**src/rtl/bar_window_decode.sv**
```systemverilog
module bar_window_decode #(
  parameter int          NBAR    = 6,
  parameter int          AW      = 32,
  parameter int unsigned IO_SPAN = 65536
) (
  input  logic                     clk,
  input  logic                     rst_n,
  input  logic                     eval_i,
  input  logic [1:0]               cmd_i,
  input  logic [NBAR*AW-1:0]       bar_raw_i,
  input  logic [NBAR*AW-1:0]       bar_size_i,
  input  logic [NBAR-1:0]          bar_io_i,
  input  logic [AW-1:0]            rom_raw_i,
  input  logic [AW-1:0]            rom_size_i,
  output logic [NBAR:0]            win_valid_o,
  output logic [(NBAR+1)*AW-1:0]   win_base_o,
  output logic [(NBAR+1)*AW-1:0]   win_last_o,
  output logic [NBAR:0]            win_chg_o
);
  localparam int             NREG   = NBAR + 1;
  localparam logic [AW:0]    IO_TOP = (AW+1)'(IO_SPAN);
  localparam logic [AW-1:0]  ONE    = {{(AW-1){1'b0}}, 1'b1};
  localparam logic [AW-1:0]  ONES   = '1;

  for (genvar r = 0; r < NREG; r++) begin : g_reg
    localparam bit IS_ROM = (r == NBAR);
    logic [AW-1:0] raw, sz, mask, base, last, eff_b, eff_l;
    logic          io, pow2, en, rom_ok, range_ok, ok;
    logic          v_q, c_q;
    logic [AW-1:0] b_q, l_q;

    if (IS_ROM) begin : g_rom
      assign raw = rom_raw_i;
      assign sz  = rom_size_i;
      assign io  = 1'b0;
    end else begin : g_bar
      assign raw = bar_raw_i[r*AW +: AW];
      assign sz  = bar_size_i[r*AW +: AW];
      assign io  = bar_io_i[r];
    end

    assign mask     = sz - ONE;
    assign pow2     = (sz != '0) && ((sz & mask) == '0);
    assign base     = raw & ~mask;
    assign last     = base + mask;
    assign en       = io ? cmd_i[0] : cmd_i[1];
    assign rom_ok   = !IS_ROM || raw[0];
    assign range_ok = io ? ({1'b0, last} < IO_TOP) : (last != ONES);
    assign ok       = pow2 && en && rom_ok && (last > base) && (base != '0) && range_ok;
    assign eff_b    = ok ? base : ONES;
    assign eff_l    = ok ? last : ONES;

    always_ff @(posedge clk or negedge rst_n) begin
      if (!rst_n) begin
        v_q <= 1'b0;
        b_q <= ONES;
        l_q <= ONES;
        c_q <= 1'b0;
      end else begin
        c_q <= 1'b0;
        if (eval_i) begin
          v_q <= ok;
          b_q <= eff_b;
          l_q <= eff_l;
          c_q <= (eff_b != b_q);
        end
      end
    end

    assign win_valid_o[r]          = v_q;
    assign win_base_o[r*AW +: AW]  = b_q;
    assign win_last_o[r*AW +: AW]  = l_q;
    assign win_chg_o[r]            = c_q;
  end
endmodule

```
**config.mk**
```make
export PLATFORM = sky130hd
export DESIGN_NAME = bar_window_decode
export DESIGN_NICKNAME = d
export VERILOG_FILES = /design/src/rtl/bar_window_decode.sv
export SDC_FILE = /design/constraint.sdc
export NUM_CORES = 2
export LEC_CHECK = 0
export BUFFER_PORTS_ARGS = -buffer_cell sky130_fd_sc_hd__buf_2
export CORE_AREA = 3 3 353 355
export DETAILED_ROUTE_END_ITERATION = 8
export DIE_AREA = 0 0 356 358
export PLACE_DENSITY = 0.65
export SLEW_MARGIN = 20
export SYNTH_ARGS = -nofsm -noshare
export SYNTH_HDL_FRONTEND = slang
export SYNTH_SLANG_ARGS = --single-unit
```
**constraint.sdc**
```tcl
create_clock -name clk -period 2.1 [get_ports clk]
set_input_delay 0.525 -clock clk [delete_from_list [all_inputs] [get_ports clk]]
set_output_delay 0.525 -clock clk [all_outputs]
set_load 0.05 [all_outputs]
```
==> impl_metrics.ini <==
[timing]
finalSetupViolCount = 548
fin_ws_ps = -3690
timing.final.max_slew_violations = 12
fin_worst_skew_ps = 28.4
hold_viol = 0
whs_ps = 210
rsz0062_at_grt = true
fmax_ghz = 0.173
period_share_pct = 276
period_minus_slack_ps = 5790
worst_pin_slew_ps = 1750
fin_setup_tns_ps = -1292270
slew-limit-headroom_pct = -17.6

[worst_setup_path]
worstSetupStartpointType = input pin
r2r_slack_ps = -140
path_delay_family = simple AND/OR/NAND/NOR gates
regToRegStartpoint = g_reg[5].b_q[22]
crit_required_ps = 2630
crit_path_top_delay_cell = or4_4
cp_num_buf_inv = 6
cp_common_cell = or4_4
critPathKind = input pin to flip-flop
end_kind = flip-flop
r2r-end = g_reg[5].c_q
slowest_delay_ps = 520
worstPathMaxFanout = 7
endpoint = g_reg[1].c_q
cp_num_cells = 25
arrival_ps = 6320
r2r_cells = 8
crit_path_start = bar_size_i[46]

[global_routing]
first_global_vias = 49100
grt_antenna_before_repair = 40
grt_usage_pct = 34.3
overflow = 0
grt_pass1_wl_um = 326000
grt_max_degree = 82

[synthesis]
synth_area_mm2 = 0.0410
muxShareOfSynthArea_pct = 0.564
ys_async_sr_fraction_pct = 100
ys_seq_elements = 462
ys_seq_area_share_pct = 29.6
yosys.area_share.adder_pct = 13.9
synth_compound_area_share_pct = 15.2
synth_edf_count = 0
synthSimpleGateAreaFrac_pct = 32.2
synthDistinctLibCells = 85
synthCells = 5024
synth_flop_cell = dfstp_2
yosysWarnings = 0
synth_top_family_by_area = simple AND/OR/NAND/NOR gates
synth.avg_cell_area_um2 = 8.16
synth_xor_area_share_pct = 4.85

[final_layout]
drive_gt1_share_pct = 47.9
synthToLayoutAreaGrowth_pct = 60.6
final_area_mm2 = 0.0659
final_cell_mix = buf_4 (1501), buf_2 (911), nor2_1 (667)
final_common_cell = buf_4
nets = 8358

[routing]
drtAntennaViolNets = 0
wire_per_inst_um = 25.3
drtIter0Drc = 4440
vias_per_cell = 5.58
drt_pass1_iterations = 5
drt-total-wl_um = 231000
drc_errors = 0
vias = 51000

[run_status]
status = finished, violations left
violations = max-slew violations, negative setup slack

[die]
start_util_pct = 33.7
die_area_mm2 = 0.127
boundaryPins = 921
fp.coreArea_mm2 = 0.122
die-height_um = 358
rows = 128
die-width_um = 356

[clocking]
cts_buffer_depth = 3
htreeDepth = 2
cts_made_buffers = 60
clock_latency_ps = 680
cts_root_buf = clkbuf_16
clock-sinks = 462
clk_pin_slew_worst_paths_ps = 60
tritoncts = yes

[placed_design]
dp_hpwl_um = 193000
place_area_mm2 = 0.0595
gp_congestion = 1.07
post-place-ws_ps = -4690
portBuffers = 920

[pwr]
ir_drop_v = 0.000602
leakagePower_nw = 28.1
power.density_mw_per_mm2 = 428
total_power_mw = 28.2

[min_path]
hold_path.class = input pin to flip-flop

[flow_run]
drv_cap = 0
## worst reg2reg max path: cells and delay by family, from the launching register on
family / cells / cell delay [ps]
AOI/OAI and AO/OA: 4 / 640
xor gates and xnor gates: 1 / 70
DFF: 1 / 550
and+or+nand+nor: 3 / 840
## metrics by stage
step           cells  util, %
5_1_grt         9128     54.1
4_1_cts         9067     52.3
3_5_place_dp    8866     48.9
3_3_place_gp    8866     48.9
6_report        9137     54.1
2_1_floorplan   5030        -
## metal layers
layer,track usage (%),vias to the layer above,wire (µm)
met5,0,-,173
li1,-,23500,-
met2,54.5,2251,103000
met3,7.77,542,19800
met1,43.6,24600,94400
met4,17.3,26,13400
## final cells by class
class                   instances  area (µm²)
diodes                         17        42.5
clock buffers                  82        1710
clock inverters                31         378
fillers                     11300       55800
inverters                     194         729
multi-input cells            4182       30800
flip-flops and latches        462       12100
well taps                    1625        2030
repair buffers               2544       18000
## cells by family (layout without fill, tap and decap cells)
| kind of cell | Yosys count | count (layout) |
|---|---|---|
| simple gates | 2487 | 2488 |
| compound gates | 984 | 984 |
| flops | 462 | 462 |
| fa+ha+maj | 455 | 455 |
| buf+inv | 387 | 2851 |
| xor+xnor | 227 | 227 |
| mux | 21 | 21 |
| other cells | 1 | 24 |
## cells in the mapped netlist, types with 134 or more instances
cell / number / area, µm²
nor2_1: 678 / 2540
clkbuf_1: 150 / 563
nor2b_1: 172 / 1080
dfstp_2: 448 / 11800
nand2_1: 417 / 1570
nor4_1: 210 / 1310
inv_1: 193 / 724
ha_1: 455 / 5690
a21oi_1: 188 / 941
o21ai_0: 134 / 671
a31oi_1: 381 / 2380
nand4_1: 216 / 1350
xnor2_1: 171 / 1500
## what timing repair did
action | in CTS | in global routing
resized for setup | 206 | 275
hold endpoints to repair | 2 | 0
buffers inserted | 79 | 67
endpoints found under the setup margin | 677 | 658
pin swaps | 123 | 100
hold buffers | 1 | 0
gates cloned | 14 | 6
## worst min path at each step
| stage | start | depth (start not counted) | to | slack, ps |
|---|---|---|---|---|
| after floorplan | rst_n | 0 | g_reg[0].c_q | 230 |
| after global placement | rst_n | 1 | g_reg[6].c_q | 470 |
| after detailed placement | rst_n | 1 | g_reg[6].c_q | 470 |
| after CTS | bar_raw_i[109] | 4 | g_reg[3].l_q[13] | 190 |
| after global routing | eval_i | 2 | g_reg[0].l_q[13] | 220 |
| final | rom_raw_i[27] | 3 | g_reg[6].l_q[27] | 210 |
## power by group
| group | internal, mW | total [mW] | switching (mW) |
|---|---|---|---|
| registers | 8.95 | 8.95 | 0.000578 |
| logic | 3.62 | 8.15 | 4.53 |
| clock network | 6.54 | 11.1 | 4.59 |
## state kept, by name, indices dropped and copies added, names as in the netlist
name	flops
g.b_q	224
g.c_q	7
g.l_q	224
g.v_q	7
(Power assumes the default switching activity.)
